$ cat src/rtl/uwr_pkg.sv
// Shared types for the standby-wakeup UART receiver.
package uwr_pkg;
    // Phases of the frame sampler.
    typedef enum logic [1:0] {
        FR_IDLE  = 2'd0,
        FR_START = 2'd1,
        FR_DATA  = 2'd2,
        FR_STOP  = 2'd3
    } fr_state_e;
endpackage

$ cat src/rtl/uwr_sync.sv
// Multi-stage synchronizer for the asynchronous serial line.
// Assumes the line idles at RST_VAL so no false start appears out of reset.
module uwr_sync #(
    parameter int   STAGES  = 2,
    parameter logic RST_VAL = 1'b1
) (
    input  logic clk,
    input  logic rst_n,
    input  logic d_i,
    output logic q_o
);
    logic [STAGES-1:0] chain_q;

    // Shift the raw line through the flop chain.
    always_ff @(posedge clk) begin
        if (!rst_n) chain_q <= {STAGES{RST_VAL}};
        else        chain_q <= {chain_q[STAGES-2:0], d_i};
    end

    assign q_o = chain_q[STAGES-1];
endmodule

$ cat src/rtl/uwr_framer.sv
// Frame sampler: finds a start edge, confirms it at half a bit, then samples
// each data bit and the stop bit at their centres. Data arrives LSB first.
// Assumes tick_i pulses OVS times per bit. The stop bit value is not checked.
// Outputs are one-cycle pulses: msb_o when the last data bit was 1,
// done_o when the stop bit centre is reached.
module uwr_framer
    import uwr_pkg::*;
#(
    parameter int OVS       = 16,
    parameter int DATA_BITS = 8
) (
    input  logic                 clk,
    input  logic                 rst_n,
    input  logic                 tick_i,
    input  logic                 rx_i,
    output logic                 busy_o,
    output logic                 done_o,
    output logic                 msb_o,
    output logic [DATA_BITS-1:0] data_o
);
    localparam int CW = $clog2(OVS);
    localparam int IW = (DATA_BITS > 1) ? $clog2(DATA_BITS) : 1;
    localparam logic [CW-1:0] HALF_CNT = CW'(OVS / 2 - 1);
    localparam logic [CW-1:0] LAST_CNT = CW'(OVS - 1);
    localparam logic [IW-1:0] TOP_IDX  = IW'(DATA_BITS - 1);

    fr_state_e            state_q;
    logic [CW-1:0]        cnt_q;
    logic [IW-1:0]        idx_q;
    logic [DATA_BITS-1:0] shreg_q;

    // Sampling state machine, advanced only on oversampling ticks.
    always_ff @(posedge clk) begin
        if (!rst_n) begin
            state_q <= FR_IDLE;
            cnt_q   <= '0;
            idx_q   <= '0;
            shreg_q <= '0;
            done_o  <= 1'b0;
            msb_o   <= 1'b0;
        end else begin
            done_o <= 1'b0;
            msb_o  <= 1'b0;
            if (tick_i) begin
                unique case (state_q)
                    FR_IDLE: begin
                        if (!rx_i) begin
                            state_q <= FR_START;
                            cnt_q   <= '0;
                        end
                    end
                    FR_START: begin
                        if (cnt_q == HALF_CNT) begin
                            cnt_q   <= '0;
                            idx_q   <= '0;
                            state_q <= rx_i ? FR_IDLE : FR_DATA;
                        end else begin
                            cnt_q <= cnt_q + 1'b1;
                        end
                    end
                    FR_DATA: begin
                        if (cnt_q == LAST_CNT) begin
                            cnt_q   <= '0;
                            shreg_q <= {rx_i, shreg_q[DATA_BITS-1:1]};
                            if (idx_q == TOP_IDX) begin
                                state_q <= FR_STOP;
                                msb_o   <= rx_i;
                            end else begin
                                idx_q <= idx_q + 1'b1;
                            end
                        end else begin
                            cnt_q <= cnt_q + 1'b1;
                        end
                    end
                    FR_STOP: begin
                        if (cnt_q == LAST_CNT) begin
                            cnt_q   <= '0;
                            state_q <= FR_IDLE;
                            done_o  <= 1'b1;
                        end else begin
                            cnt_q <= cnt_q + 1'b1;
                        end
                    end
                    default: state_q <= FR_IDLE;
                endcase
            end
        end
    end

    assign busy_o = (state_q != FR_IDLE);
    assign data_o = shreg_q;
endmodule

$ cat src/rtl/uwr_idle_det.sv
// Idle-line detector: counts oversampling ticks with the line at 1 and
// saturates at one idle character (IDLE_BITS bit times).
// A low line clears the count. When start_after_stop_i is set, the count is
// also held at zero while a frame is in progress.
// idle_pulse_o fires once when the count saturates; idle_full_o is a level.
module uwr_idle_det #(
    parameter int OVS       = 16,
    parameter int IDLE_BITS = 10
) (
    input  logic clk,
    input  logic rst_n,
    input  logic tick_i,
    input  logic rx_i,
    input  logic busy_i,
    input  logic start_after_stop_i,
    output logic idle_pulse_o,
    output logic idle_full_o
);
    localparam int MAXC = OVS * IDLE_BITS;
    localparam int CW   = $clog2(MAXC + 1);
    localparam logic [CW-1:0] FULL_CNT = CW'(MAXC);
    localparam logic [CW-1:0] NEAR_CNT = CW'(MAXC - 1);

    logic [CW-1:0] cnt_q;
    logic          hold;

    assign hold = !rx_i || (start_after_stop_i && busy_i);

    // Count idle ticks and flag the saturating step.
    always_ff @(posedge clk) begin
        if (!rst_n) begin
            cnt_q        <= '0;
            idle_pulse_o <= 1'b0;
        end else begin
            idle_pulse_o <= 1'b0;
            if (hold) begin
                cnt_q <= '0;
            end else if (tick_i && (cnt_q != FULL_CNT)) begin
                cnt_q        <= cnt_q + 1'b1;
                idle_pulse_o <= (cnt_q == NEAR_CNT);
            end
        end
    end

    assign idle_full_o = (cnt_q == FULL_CNT);
endmodule

$ cat src/rtl/uwr_standby_ctl.sv
// Standby and flag control. Keeps the standby bit, the receive-data-full flag,
// the idle flag and the data register.
// Assumes the event inputs are one-cycle pulses from the framer and the idle
// detector. Line-idle wakeup uses the idle level, so a receiver that enters
// standby on an already idle line wakes on the following clock.
module uwr_standby_ctl #(
    parameter int DATA_BITS = 8
) (
    input  logic                 clk,
    input  logic                 rst_n,
    input  logic                 wake_sel_i,
    input  logic                 standby_set_i,
    input  logic                 data_rd_i,
    input  logic                 frame_done_i,
    input  logic [DATA_BITS-1:0] frame_data_i,
    input  logic                 msb_seen_i,
    input  logic                 idle_pulse_i,
    input  logic                 idle_full_i,
    output logic                 standby_o,
    output logic                 rdf_o,
    output logic                 idle_flag_o,
    output logic [DATA_BITS-1:0] data_o
);
    logic standby_q;
    logic armed_q;
    logic accept;
    logic wake_idle;
    logic wake_addr;

    assign accept    = frame_done_i && !standby_q;
    assign wake_idle = standby_q && !wake_sel_i && idle_full_i;
    assign wake_addr = standby_q &&  wake_sel_i && msb_seen_i;

    // Standby bit: software sets it, the selected wakeup event clears it.
    always_ff @(posedge clk) begin
        if (!rst_n)                       standby_q <= 1'b0;
        else if (standby_set_i)           standby_q <= 1'b1;
        else if (wake_idle || wake_addr)  standby_q <= 1'b0;
    end

    // Receive-data-full flag: set by an accepted frame, cleared by a read.
    always_ff @(posedge clk) begin
        if (!rst_n)          rdf_o <= 1'b0;
        else if (accept)     rdf_o <= 1'b1;
        else if (data_rd_i)  rdf_o <= 1'b0;
    end

    // Data register: loaded only by accepted frames.
    always_ff @(posedge clk) begin
        if (!rst_n)      data_o <= '0;
        else if (accept) data_o <= frame_data_i;
    end

    // Armed bit: allows one idle flag per accepted frame.
    always_ff @(posedge clk) begin
        if (!rst_n)            armed_q <= 1'b0;
        else if (accept)       armed_q <= 1'b1;
        else if (idle_pulse_i) armed_q <= 1'b0;
    end

    // Idle flag: set on an armed idle character outside standby, cleared by a read.
    always_ff @(posedge clk) begin
        if (!rst_n)                                       idle_flag_o <= 1'b0;
        else if (idle_pulse_i && armed_q && !standby_q)   idle_flag_o <= 1'b1;
        else if (data_rd_i)                               idle_flag_o <= 1'b0;
    end

    assign standby_o = standby_q;
endmodule

$ cat src/rtl/uart_wake_rx.sv
// Top of the multi-drop UART receiver with standby wakeup.
// Assumes os_tick_i pulses OVS times per bit and rxd_i idles high.
// Chain: synchronizer -> frame sampler and idle detector -> standby control.
module uart_wake_rx #(
    parameter int OVS         = 16,
    parameter int DATA_BITS   = 8,
    parameter int IDLE_BITS   = 10,
    parameter int SYNC_STAGES = 2
) (
    input  logic                 clk,
    input  logic                 rst_n,
    input  logic                 os_tick_i,
    input  logic                 rxd_i,
    input  logic                 wake_sel_i,
    input  logic                 idle_type_i,
    input  logic                 standby_set_i,
    input  logic                 data_rd_i,
    output logic [DATA_BITS-1:0] rx_data_o,
    output logic                 rdf_o,
    output logic                 idle_flag_o,
    output logic                 standby_o
);
    logic                 rx_s;
    logic                 busy;
    logic                 frm_done;
    logic                 msb_seen;
    logic [DATA_BITS-1:0] frm_data;
    logic                 idle_pulse;
    logic                 idle_full;

    uwr_sync #(.STAGES(SYNC_STAGES), .RST_VAL(1'b1)) sync_i (
        .clk   (clk),
        .rst_n (rst_n),
        .d_i   (rxd_i),
        .q_o   (rx_s)
    );

    uwr_framer #(.OVS(OVS), .DATA_BITS(DATA_BITS)) framer_i (
        .clk    (clk),
        .rst_n  (rst_n),
        .tick_i (os_tick_i),
        .rx_i   (rx_s),
        .busy_o (busy),
        .done_o (frm_done),
        .msb_o  (msb_seen),
        .data_o (frm_data)
    );

    uwr_idle_det #(.OVS(OVS), .IDLE_BITS(IDLE_BITS)) idle_i (
        .clk                (clk),
        .rst_n              (rst_n),
        .tick_i             (os_tick_i),
        .rx_i               (rx_s),
        .busy_i             (busy),
        .start_after_stop_i (idle_type_i),
        .idle_pulse_o       (idle_pulse),
        .idle_full_o        (idle_full)
    );

    uwr_standby_ctl #(.DATA_BITS(DATA_BITS)) ctl_i (
        .clk           (clk),
        .rst_n         (rst_n),
        .wake_sel_i    (wake_sel_i),
        .standby_set_i (standby_set_i),
        .data_rd_i     (data_rd_i),
        .frame_done_i  (frm_done),
        .frame_data_i  (frm_data),
        .msb_seen_i    (msb_seen),
        .idle_pulse_i  (idle_pulse),
        .idle_full_i   (idle_full),
        .standby_o     (standby_o),
        .rdf_o         (rdf_o),
        .idle_flag_o   (idle_flag_o),
        .data_o        (rx_data_o)
    );
endmodule

$ cat config.mk
export PLATFORM = sky130hd
export DESIGN_NAME = uart_wake_rx
export DESIGN_NICKNAME = d
export VERILOG_FILES = /design/src/rtl/uwr_pkg.sv /design/src/rtl/uwr_sync.sv /design/src/rtl/uwr_framer.sv /design/src/rtl/uwr_idle_det.sv /design/src/rtl/uwr_standby_ctl.sv /design/src/rtl/uart_wake_rx.sv
export SDC_FILE = /design/constraint.sdc
export NUM_CORES = 1
export LEC_CHECK = 0
export ABC_AREA = 0
export ABC_CLOCK_PERIOD_IN_PS = 1800
export BUFFER_PORTS_ARGS = -buffer_cell sky130_fd_sc_hd__buf_2
export CAP_MARGIN = 25
export CORE_MARGIN = 4
export CORE_UTILIZATION = 50
export DETAILED_ROUTE_END_ITERATION = 12
export GPL_ROUTABILITY_DRIVEN = 0
export PLACE_DENSITY = 0.71
export SLEW_MARGIN = 10
export SYNTH_ARGS = -nofsm -noshare
export SYNTH_HDL_FRONTEND = slang
export SYNTH_HIERARCHICAL = 1
export SYNTH_SLANG_ARGS = --single-unit
$ cat constraint.sdc
create_clock -name clk -period 1.8 [get_ports clk]
set_input_delay 0.18 -clock clk [delete_from_list [all_inputs] [get_ports clk]]
set_output_delay 0.18 -clock clk [all_outputs]
set_load 0.02 [all_outputs]
==> results.txt, run 1 <==
- Outcome: completed
* Hold-fix buffer count after cts: 0
* Final net count: 238
* Initial standard-cell utilization of the core: 0.518
- Number of remaining DRC errors: 0
* Num CTS Buffers: 5
- The synthesized netlist occupies a cell area of 1900 µm².
- The critical path starts at framer_i/cnt_q[0].
* Number of antenna violations at the first check in global routing: 0
- Min-delay src: rxd_i
- Actual transition at the worst max-transition pin: 497 ps
- In the final layout, the share of cells above drive strength 1 is 0.190.
- On the final layout, the worst clock skew is 6.81 ps.
- In the final routed layout, each cell accounts on average for 11.8 µm.
* Number of cells on the worst reg-to-reg path: 5
- DIE WIDTH: 69.6 µm
- Area of placed instances: 2010 µm²
* Antenna-violating nets left: 0
- The worst setup path is captured at a flip-flop.
- Number of maximum-capacitance constraint violations: 0
- End point of the worst hold path: sync_i/chain_q[0]
- Warnings, synthesis: 6
- H-tree levels: 2
- For this run, the detailed router's first-pass iteration total came to 4.
* Largest vdd supply drop: 0.000529 V
* Cell row count: 22
* Cell area after layout: 2100 µm²
* Wire length of the first global-routing pass: 5410 µm
* Data arrival time at the worst-slack endpoint: 1920 ps
- IO buf count: 18
- Maximum net fanout on the critical path: 6
- Terminus of the critical flop-to-flop path: framer_i/state_q[0]
* Vias in the first global route: 1256
- In this run the deepest clock path goes through 2 buffers.
- STA puts the critical path data required time at 2030 ps.
* Slew Limit Fails: 0
- Count of boundary I/O pins: 19
- Commonest non-fill, non-tap cell in the layout: sky130_fd_sc_hd__dfxtp_1
- The worst setup path is of the flip-flop to flip-flop kind.
- Core area: 3660 µm²
- TritonCTS built the clock tree.
- The count of endpoints failing hold in the final timing report was 0.
- Counting every instance in the synthesized netlist gives 206.
- Vias post-DR: 1418
* Post-synthesis net count: 219
- Counting distinct cell types in the post-synthesis netlist gives 46.
- Detailed placement ended at an HPWL of 2300 µm.
* Resized Gates After CTS: 0
- Measured on the finished design, the core utilization comes to 0.573.
- The top cell types in the final layout, fill and taps aside, are sky130_fd_sc_hd__dfxtp_1, sky130_fd_sc_hd__nand2_1, sky130_fd_sc_hd__nor2_1.
* Area enclosed by the die boundary: 4850 µm²
* GR Overflow Total: 0
- In the routed layout, each cell is associated on average with a via count of 5.18.
- For this block, the initial DRC count from the detailed router was 28.
* Post-layout min period: 1690 ps
- Measured along the y axis, the die boundary spans 69.6 µm.
- CTS saw 42 sinks.
- CTS placed an instance of sky130_fd_sc_hd__clkbuf_8 at the clock tree root.
* Synthesis-to-finish area growth: 10.5%
- STA classifies the critical path startpoint as a flip-flop.
* Avg Inst Size Synth: 9.21 µm²
* Worst max-slew margin expressed relative to the limit: 0.668
- The clock reaches the later pin of the worst-skew pair after 300 ps.
- Number of stages on the worst hold path: 2
- The synthesized design contains 42 register bits.
* RSZ-0062 raised after global routing: false
* Fmax achieved: 592 MHz
* Reg2Reg Setup Slack: 110 ps
* Reg-to-reg startpoint: framer_i/cnt_q[0]
- For this design the ratio of total power to cell area is 774 nW/µm².
- For this run, the total global-route usage over all layers was measured as 0.138.
* Pin count of the biggest net entering global routing: 21
- Post-CTS repair timing setup buffer count: 0
- The min-delay analysis places its worst path in the category input port to flip-flop.
* Total negative slack: 0 ps
- Setup violations, final: 0
* Total wire length after detailed routing: 3230 µm
- Clock-pin slew was measured on the worst setup and hold paths at 80 ps.
- Leak pwr: 0.000783 µW
- Seq/Total Area, Yosys: 0.443
- 0 antenna diodes ended up in the layout.
- Post-route clock period utilization: 0.938
sequential cells by signal, indices dropped and copies added (netlist names), named ones only:
| signal | cells |
|---|---|
| sync_i/chain_q | 2 |
| framer_i/done_o | 1 |
| framer_i/msb_o | 1 |
| idle_i/idle_pulse_o | 1 |
| framer_i/data_o | 8 |
| framer_i/state_q | 1 |
| ctl_i/data_o | 8 |
| ctl_i/idle_flag_o | 1 |
| ctl_i/armed_q | 1 |
| ctl_i/standby_o | 1 |
| ctl_i/rdf_o | 1 |
| framer_i/cnt_q | 4 |
| idle_i/cnt_q | 8 |
| framer_i/idx_q | 3 |
cell families after synthesis:
kind of cell               Yosys count  share of synthesized area
AOI/OAI and AO/OA                   33                      0.133
xor gates and xnor gates             3                     0.0138
adders and majority gates            5                     0.0330
buffers and inverters               18                     0.0508
DFF                                 42                      0.443
muxes                               15                     0.0791
and+or+nand+nor                     90                      0.247
worst max-delay path, stage by stage, from the launching register on:
cell and delay (ps):
sky130_fd_sc_hd__dfxtp_1 380, sky130_fd_sc_hd__ha_1 260, sky130_fd_sc_hd__nand2_1 100, sky130_fd_sc_hd__o211a_1 260, sky130_fd_sc_hd__or4b_1 500, sky130_fd_sc_hd__a21oi_1 130
routing by layer:
layer | share of wire | GRT usage | up-vias
li1 | - | - | 748
met1 | 0.46 | 0.160 | 647
met2 | 0.47 | 0.222 | 16
met3 | 0.043 | 0.0493 | 7
met4 | 0.023 | 0.0702 | 0
met5 | 0 | 0 | -
through the flow:
stage	worst slack, ps	instances	total power (µW)	hold slack, ps
2_1_floorplan	244	206	1010	253
5_1_grt	76.0	274	1700	69.9
6_report	112	274	1620	64.4
4_1_cts	129	274	1650	52.9
3_3_place_gp	187	266	1040	361
3_5_place_dp	146	266	1040	367
where the power goes:
| group | internal, µW | switching (µW) | leakage (µW) |
|---|---|---|---|
| clock network | 272 | 335 | 0.0000441 |
| logic | 31.2 | 37.2 | 0.000399 |
| registers | 937 | 11.4 | 0.000339 |
final cells by class:
cell class              instances  area [µm²]
repair buffers                 21         113
flip-flops and latches         42         841
inverters                       9        33.8
fillers                       339        1560
clock buffers                   5        68.8
well taps                      48        60.1
multi-input cells             146         961
clock inverters                 3        21.3
how the worst max path moves through the flow:
stage                          endpoint  cells after the start
floorplan           framer_i/state_q[0]                      5
global placement    framer_i/state_q[0]                      5
detailed placement  framer_i/state_q[0]                      5
CTS                 framer_i/state_q[0]                      5
global route        framer_i/state_q[0]                      5
finish              framer_i/state_q[0]                      5
synthesized netlist by cell type, drive strengths merged:
cell    number  area (µm²)
nand4        9        62.6
inv          8        30.0
or4          2        15.0
nand3        4        20.0
and4bb       1        12.5
buf          6        51.3
xnor2        2        17.5
nor4         1        6.26
a21oi        9        45.0
nor3         1        5.00
a21boi      12         120
a32oi        1        8.76
a31oi        2        12.5
nor2        20        77.6
dfxtp       42         841
a311oi       1        8.76
clkinv       1        3.75
nand2b       7        43.8
and3         1        6.26
o211a        1        10.0
nand2       29         109
mux2i       15         150
nand3b       2        15.0
or3          1        7.51
clkbuf       3        11.3
and2         1        6.26
or4b         2        20.0
nor2b        3        18.8
o21ai        3        15.0
xor2         1        8.76
o31ai        2        15.0
nor4bb       1        10.0
nor3b        2        15.0
a211o        1        10.0
ha           5        62.6
a22oi        1        7.51
or2          3        18.8
Power figures use the tool's default switching activity.
==> run 2: changes to the inputs <==
--- a/config.mk
+++ b/config.mk
@@ -5,7 +5,7 @@
 export SDC_FILE = /design/constraint.sdc
 export NUM_CORES = 1
 export LEC_CHECK = 0
-export ABC_AREA = 0
+export ABC_AREA = 1
 export ABC_CLOCK_PERIOD_IN_PS = 1800
 export BUFFER_PORTS_ARGS = -buffer_cell sky130_fd_sc_hd__buf_2
 export CAP_MARGIN = 25
==> run 2 against run 1 <==
Against the previous run: setup slack gained 260 ps; first-iteration DRC count increased to 3.7 times the previous value; hold slack worse by 15 ps; power up 10%; via count up 14%; register-to-register slack gained 260 ps; sequential power up 0.4%; wire length is 13% higher; combinational power grew 55%; critical path depth up 2; largest cell class unchanged; largest power group unchanged; highest routed layer unchanged.
==> results.txt, run 2 <==
- The flow ran to the end, and the final reports show no timing, DRC or antenna violations.
- Slew Limit Fails: 0
- Summed over all layers, the global routing overflow is 0.
- On the critical path, the stage with the largest delay is an instance of sky130_fd_sc_hd__dfxtp_1.
* Post-Synth XOR/XNOR Area: 0.0136
- Area fraction in and, or, nand and nor cells after synthesis: 0.332
* Core area: 3690 µm²
- Avg Inst Size Synth: 7.22 µm²
* Min-delay src: rxd_i
* Actual transition at the worst max-transition pin: 326 ps
- Area enclosed by the die boundary: 4930 µm²
- In this run the worst hold path is classified as input port to flip-flop.
- The longest clock path from root to sink contains 2 buffers.
* Biggest registers after layout: ctl_i/data_o x8, framer_i/data_o x8, idle_i/cnt_q x8
- The share of the Yosys chip area taken by registers is 0.435.
- Hold-fix buffer count after cts: 0
- Power dissipated by switching net loads: 400 µW
- Post-CTS repair timing setup buffer count: 0
* Number of maximum-capacitance constraint violations: 0
- CTS tree: built
- Clk slew on worst S/H paths: 80 ps
* Number of antenna violations at the first check in global routing: 0
* Vias in the first global route: 1469
- Compared with the post-synthesis result, the final layout area differs by 11.9%.
- Of the cells placed in the final design, the portion with a size suffix greater than 1 is 0.168.
- The initialized floorplan defines 22 standard-cell rows.
- For this run, the post-layout net count is 303.
- In this run the tool buffered the top-level ports with 18 buffer cells.
* Initial standard-cell utilization of the core: 0.524
- Cell chosen for the clock root: sky130_fd_sc_hd__clkbuf_8
* Chip Height: 70.2 µm
- Min setup slack post-route: 368 ps
* Internal power consumption: 1390 µW
- Counting flops with a built-in enable in the synthesized netlist gives 0.
* Setup violations, final: 0
- Proportion of synthesized area in mux cells: 0
* Top-area cell type share of the netlist area: 0.435
- Setup repair after global routing left no endpoint under its margin.
* Dominant cell type by area after synthesis: sky130_fd_sc_hd__dfxtp_1
- Resized Gates After CTS: 0
- GRT Overall Usage: 0.159
* Source-to-sink clock delay at the later pin of the worst-skew pair: 290 ps
- In this run, synthesis produced a sequential element count of 42.
* Post-route clock period utilization: 0.796
* Maximum net fanout on the critical path: 9
* Slowest Stage Delay on Critical Path: 380 ps
- 0 antenna diodes ended up in the layout.
* Final core occ: 0.587
- The synthesized-area fraction occupied by ao, oa, aoi and oai cells was 0.103.
- Leaving out fill and tap cells, the most frequent cells in the layout are sky130_fd_sc_hd__nor2_1, sky130_fd_sc_hd__nand2_1, sky130_fd_sc_hd__dfxtp_1.
* Reg-to-reg startpoint: framer_i/cnt_q[0]
- Wire length of the first global-routing pass: 6400 µm
- First-pass iteration count of the detailed router: 4
- Of the total power, the share spent switching nets is 0.223.
- Data on the critical path arrives at its endpoint at 1650 ps.
* Post-Synth Adder-Cell Area: 0.0323
- Clock share of power: 0.408
- Crit path buffers/inverters: 2
* Fmax achieved: 698 MHz
- DIE WIDTH: 70.2 µm
* Detailed Place HPWL: 2670 µm
- Warnings, synthesis: 6
- Cells traversed along the worst timing path: ha_1 -> nand3_1 -> inv_1 -> nand3_2 -> clkinv_2 -> nor2_1 -> a211oi_2
- The worst-case IR drop observed on VDD is 0.000336 V.
* Post-Route Skew: 7.32 ps
- Share of flip-flops with an asynchronous set or reset after synthesis: 0
- For this design the static power due to leakage is 0.000903 µW.
- Power spread over the standard cell area amounts to 827 nW/µm².
- Count of fill cells added during filler insertion: 354
* Total wire length after detailed routing: 3670 µm
* Final Hold Slack: 49.3 ps
* Cell family with most CP delay: flip-flops
- By area, the combinational part of the netlist is dominated by simple AND/OR/NAND/NOR gates.
- For the worst setup path, the data required time is 2020 ps.
* Clock sink total: 42
* Netlist Area Pre-Place: 1930 µm²
- Post-synthesis net count: 281
* Post-layout min period: 1430 ps
* Vias post-DR: 1622
- Commonest non-fill, non-tap cell in the layout: sky130_fd_sc_hd__nor2_1
- The worst pin sits at a relative slew slack of 0.783.
- The H-tree was split into 2 levels.
- Post-synth top flop: sky130_fd_sc_hd__dfxtp_1
* Cells after Synth: 268
- For this run, design rule violations remaining after detail routing come to 0.
- Pin count of the biggest net entering global routing: 17
- Register share of total power: 0.533
- Post-synth top cells: sky130_fd_sc_hd__nor2_1, sky130_fd_sc_hd__nand2_1, sky130_fd_sc_hd__dfxtp_1, sky130_fd_sc_hd__inv_1, sky130_fd_sc_hd__nand3_1
* Worst setup path start: framer_i/cnt_q[0]
- The worst setup path is launched from a flip-flop.
* Antenna-violating nets left: 0
* Average wire length per cell after detail routing: 10.8 µm
- In the post-synthesis netlist, the cell with the most instances is sky130_fd_sc_hd__nor2_1.
* Worst setup timing slack at the placement stage: 391 ps
- Total negative slack: 0 ps
- Num CTS Buffers: 5
- Library cells used by synthesis: 31
- The setup path with the least slack is of type flip-flop to flip-flop.
- For this design the top-level I/O count stands at 19.
- Portion of total power attributed to combinational logic: 0.059
* Critical Path End Type: flip-flop
* Dominant cells by area after synthesis: sky130_fd_sc_hd__dfxtp_1, sky130_fd_sc_hd__nor2_1, sky130_fd_sc_hd__nand2_1
- In the routed layout, each cell is associated on average with a via count of 4.78.
- For this block, the initial DRC count from the detailed router was 104.
- The count of endpoints failing hold in the final timing report was 0.
## run 2: per-stage QoR
step	power (µW)	cells	instance area [µm²]
2_1_floorplan	1050	268	1930
3_3_place_gp	1080	331	2050
3_5_place_dp	1080	331	2050
4_1_cts	1810	339	2160
5_1_grt	1860	339	2160
6_report	1790	339	2160
## run 2: kinds of logic after synthesis
kind of cell	Yosys count
XOR/XNOR	3
AND/OR/NAND/NOR	144
flip-flops	42
adder cells (fa/ha/maj)	5
buffers and inverters	37
AO/OA/AOI/OAI	37
## run 2: layer usage
layer  GRT usage  up-vias  share of wire
met5           0        -              0
met4      0.0447        0         0.0084
met3      0.0504        5          0.036
met2       0.252       25           0.46
met1       0.207      705           0.49
li1            -      887              -
## run 2: final cells by class
| cell class | instances | area (µm²) | area share |
|---|---|---|---|
| flip-flops and latches | 42 | 841 | 0.388 |
| inverters | 33 | 125 | 0.0578 |
| clock buffers | 6 | 72.6 | 0.0335 |
| repair buffers | 19 | 97.6 | 0.0451 |
| clock inverters | 2 | 37.5 | 0.0173 |
| well taps | 48 | 60.1 | 0.0277 |
| multi-input cells | 189 | 931 | 0.430 |
## run 2: final timing paths
check                           cells after the start  slack [ps]                 end
worst max-delay path                                7         370  framer_i/data_o[7]
worst min-delay path                                3          50   sync_i/chain_q[0]
worst max register to register                      7         370  framer_i/data_o[7]
worst min register to register                      2         410   sync_i/chain_q[1]
## run 2: power groups by stage
stage | clock (µW) | sequential [µW] | combinational, µW
6_report | 730 | 953 | 106
5_1_grt | 786 | 955 | 122
4_1_cts | 748 | 953 | 106
3_5_place_dp | 0 | 975 | 106
3_3_place_gp | 0 | 975 | 105
2_1_floorplan | 0 | 974 | 72.4
## run 2: worst reg2reg max path, cell delays in order, from the launching register on
cell                       delay [ps]
sky130_fd_sc_hd__dfxtp_1          380
sky130_fd_sc_hd__ha_1             240
sky130_fd_sc_hd__nand3_1          130
sky130_fd_sc_hd__inv_1            110
sky130_fd_sc_hd__nand3_2          140
sky130_fd_sc_hd__clkinv_2         160
sky130_fd_sc_hd__nor2_1            70
sky130_fd_sc_hd__a211oi_2         140
==> run 3: changes to the inputs <==
--- a/config.mk
+++ b/config.mk
@@ -6,14 +6,14 @@
 export NUM_CORES = 1
 export LEC_CHECK = 0
 export ABC_AREA = 1
-export ABC_CLOCK_PERIOD_IN_PS = 1800
+export ABC_CLOCK_PERIOD_IN_PS = 1150
 export BUFFER_PORTS_ARGS = -buffer_cell sky130_fd_sc_hd__buf_2
 export CAP_MARGIN = 25
 export CORE_MARGIN = 4
 export CORE_UTILIZATION = 50
 export DETAILED_ROUTE_END_ITERATION = 12
 export GPL_ROUTABILITY_DRIVEN = 0
-export PLACE_DENSITY = 0.71
+export PLACE_DENSITY = 0.74
 export SLEW_MARGIN = 10
 export SYNTH_ARGS = -nofsm -noshare
 export SYNTH_HDL_FRONTEND = slang
==> constraint.sdc (replaced) <==
create_clock -name clk -period 1.15 [get_ports clk]
set_input_delay 0.115 -clock clk [delete_from_list [all_inputs] [get_ports clk]]
set_output_delay 0.115 -clock clk [all_outputs]
set_load 0.02 [all_outputs]
==> run 3 against run 2 <==
Against the previous run: the run now ends with negative setup slack left; global-route usage up 4.0 points; critical path depth fell by 1; power grew 53%; first-iteration DRC count up 84%; fmax is 13% higher; via count rose by 16%; utilization grew 14 points; sequential share of layout area fell by 7.1 points; cell count increased by 9.1%; critical path type unchanged; highest routed layer unchanged.
==> results.txt, run 3 (same netlist as run 2, synthesis figures left out) <==
- The clock reaches the later pin of the worst-skew pair after 300 ps.
* Critical Path End Type: flip-flop
- Count of boundary I/O pins: 19
* Outcome: finished with violations
- Reg2Reg Setup Slack: -110 ps
- The tightest min-delay check is of the input port to flip-flop type.
- STA classifies the critical path startpoint as a flip-flop.
* H-tree levels: 2
- Power per unit of standard cell area: 1020 nW/µm²
- After clock tree synthesis, the clock-pin slew on the worst setup and hold paths is 90 ps.
- Min setup slack post-route: -112 ps
- Clock sink total: 42
* Violated checks: negative setup slack
- Reg-to-reg startpoint: framer_i/idx_q[0]
- Synthesis-to-finish area growth: 39.2%
- The most numerous cell type found on the critical path is sky130_fd_sc_hd__ha_4.
- GRT Overall Usage: 0.199
* Library cell contributing the largest single delay on the critical path: sky130_fd_sc_hd__dfxtp_2
* Final net count: 334
- The pre-antenna-repair detailed-routing pass consisted of 4 iterations.
* Data arrival time at the worst-slack endpoint: 1440 ps
* Maximum net fanout on the critical path: 3
- In the final layout, the share of cells above drive strength 1 is 0.444.
- Commonest cells after routing, fill and taps aside: sky130_fd_sc_hd__nor2_1, sky130_fd_sc_hd__nand2_1, sky130_fd_sc_hd__dfxtp_1
- Number of design-rule violations left by the first detailed-router iteration: 191
- Total wire length after detailed routing: 4850 µm
* Core area: 3690 µm²
- Pin count of the biggest net entering global routing: 15
* Average wire length per cell after detail routing: 13.1 µm
* Largest vdd supply drop: 0.000678 V
* Setup violations, final: 24
- Number of diodes added for antenna fixing: 0
- Number of vias per cell: 5.09
- In this run the most critical hold path is launched from standby_set_i.
- Vias post-DR: 1884
* Worst max-slew margin expressed relative to the limit: 0.825
- In this run the clock root is driven by a sky130_fd_sc_hd__clkbuf_8.
- Dividing the final minimum period by the clock period gives 1.10.
- TritonCTS built the clock tree.
- Biggest registers after layout: ctl_i/data_o x8, framer_i/data_o x8, idle_i/cnt_q x8
- Leak pwr: 0.00108 µW
- The via count of the first global-routing pass was 1859.
- In this run the deepest clock path goes through 2 buffers.
- At the worst endpoint, the required time is 1330 ps.
- At the end of the flow the core is filled with cells to 0.730.
- For this configuration, the core starts out at a cell density of 0.524.
- The count of buffers added on input and output ports is 18.
- The initial antenna violation count is 0.
* Count of fill cells added during filler insertion: 278
- Worst setup path start: framer_i/idx_q[0]
- The count of nets left with antenna violations once routing finished came out at 0.
* DIE WIDTH: 70.2 µm
- Setup repair after global routing could not meet its margin everywhere.
- In the routed design, unresolved DRC markers number 0.
- Detailed Place HPWL: 2900 µm
- For this run, the top clock speed supported by timing is 792 MHz.
- Final Instance Count excl. Fillers: 370
- Post-Route Skew: 12.0 ps
* Post-layout min period: 1260 ps
- After global routing the overflow that remains totals 0.
- Slew Limit Fails: 0
- The initialized floorplan defines 22 standard-cell rows.
* Number of maximum-capacitance constraint violations: 0
* Wire length of the first global-routing pass: 7870 µm
* Slowest Stage Delay on Critical Path: 340 ps
* Cells traversed along the worst timing path: ha_4 -> ha_4 -> nor2_2 -> nor2_4 -> a21oi_1 -> nor2_1
* Hold violation count in the final report: 0
- Area enclosed by the die boundary: 4930 µm²
- TritonCTS created 5 clock buffers.
* Chip Height: 70.2 µm
* Commonest non-fill, non-tap cell in the layout: sky130_fd_sc_hd__nor2_1
- For the pin with the worst max-slew slack, the measured transition is 263 ps.
- The critical path is of the flip-flop to flip-flop type.
- In this run, placement finished with an instance count of 354.
run 3: changes by cell type in the layout (fill, tap and decap cells not counted), moves of 6 or more:
cell,change
sky130_fd_sc_hd__nand2_1,-11
sky130_fd_sc_hd__dfxtp_2,+12
sky130_fd_sc_hd__nor2_4,+7
sky130_fd_sc_hd__inv_1,-6
sky130_fd_sc_hd__nand2_2,+11
sky130_fd_sc_hd__buf_4,+27
sky130_fd_sc_hd__dfxtp_1,-12
sky130_fd_sc_hd__nor2_1,-8
sky130_fd_sc_hd__o21ai_2,+6
sky130_fd_sc_hd__o21ai_0,-13
sky130_fd_sc_hd__o21ai_1,+7
sky130_fd_sc_hd__nand3_1,-8
run 3: metrics by stage:
step	power (µW)	instance area, µm²	worst slack (ps)	TNS [ps]	hold WS, ps
floorplan	1640	1980	-43.0	-109	184
global placement	1740	2280	-90.9	-823	286
detailed placement	1740	2280	-124	-1640	290
CTS	2730	2540	-75.9	-540	38.5
global route	2850	2690	-197	-3370	63.3
finish	2740	2690	-112	-1200	55.6
run 3: report_power, final:
group / internal [µW] / switching [µW] / leakage [µW]
clock: 429 / 509 / 0.0000452
sequential: 1470 / 22.9 / 0.000345
combinational: 130 / 170 / 0.000687
total: 2030 / 702 / 0.00108
run 3: cell type report:
cell class / count / area [µm²] / share of cell area
clock inverter: 2 / 13.8 / 0.00511
inverter: 33 / 135 / 0.0502
sequential: 42 / 856 / 0.318
tap: 48 / 60.1 / 0.0223
clock buffer: 6 / 72.6 / 0.0270
multi-input combinational: 189 / 1220 / 0.452
timing repair buffer: 49 / 333 / 0.124
timing repair inverter: 1 / 6.26 / 0.00232
run 3: path summary, 6_finish.rpt:
check | to | cells after the start
worst max-delay path | framer_i/state_q[0] | 6
worst min-delay path | ctl_i/standby_o | 3
worst max register to register | framer_i/state_q[0] | 6
worst min register to register | sync_i/chain_q[1] | 2
run 3: metal layers:
metal	track usage	part of all wire	vias to the layer above
met4	0.0979	0.028	0
met5	0	0	-
met2	0.336	0.51	53
met3	0.0518	0.049	17
li1	-	-	958
met1	0.231	0.41	856
run 3: repair_timing:
action	4_1_cts	5_1_grt
pin swaps	19	7
gates cloned	1	0
setup endpoints to repair	26	28
hold endpoints to repair	1	0
setup buffers	4	2
resized for setup	45	39
hold buffers	1	0
run 3: worst max-delay path: cells and delay by family, from the launching register on:
kind | cells | cell delay, ps
fa+ha+maj | 2 | 320
flops | 1 | 340
compound gates | 1 | 180
simple gates | 3 | 300
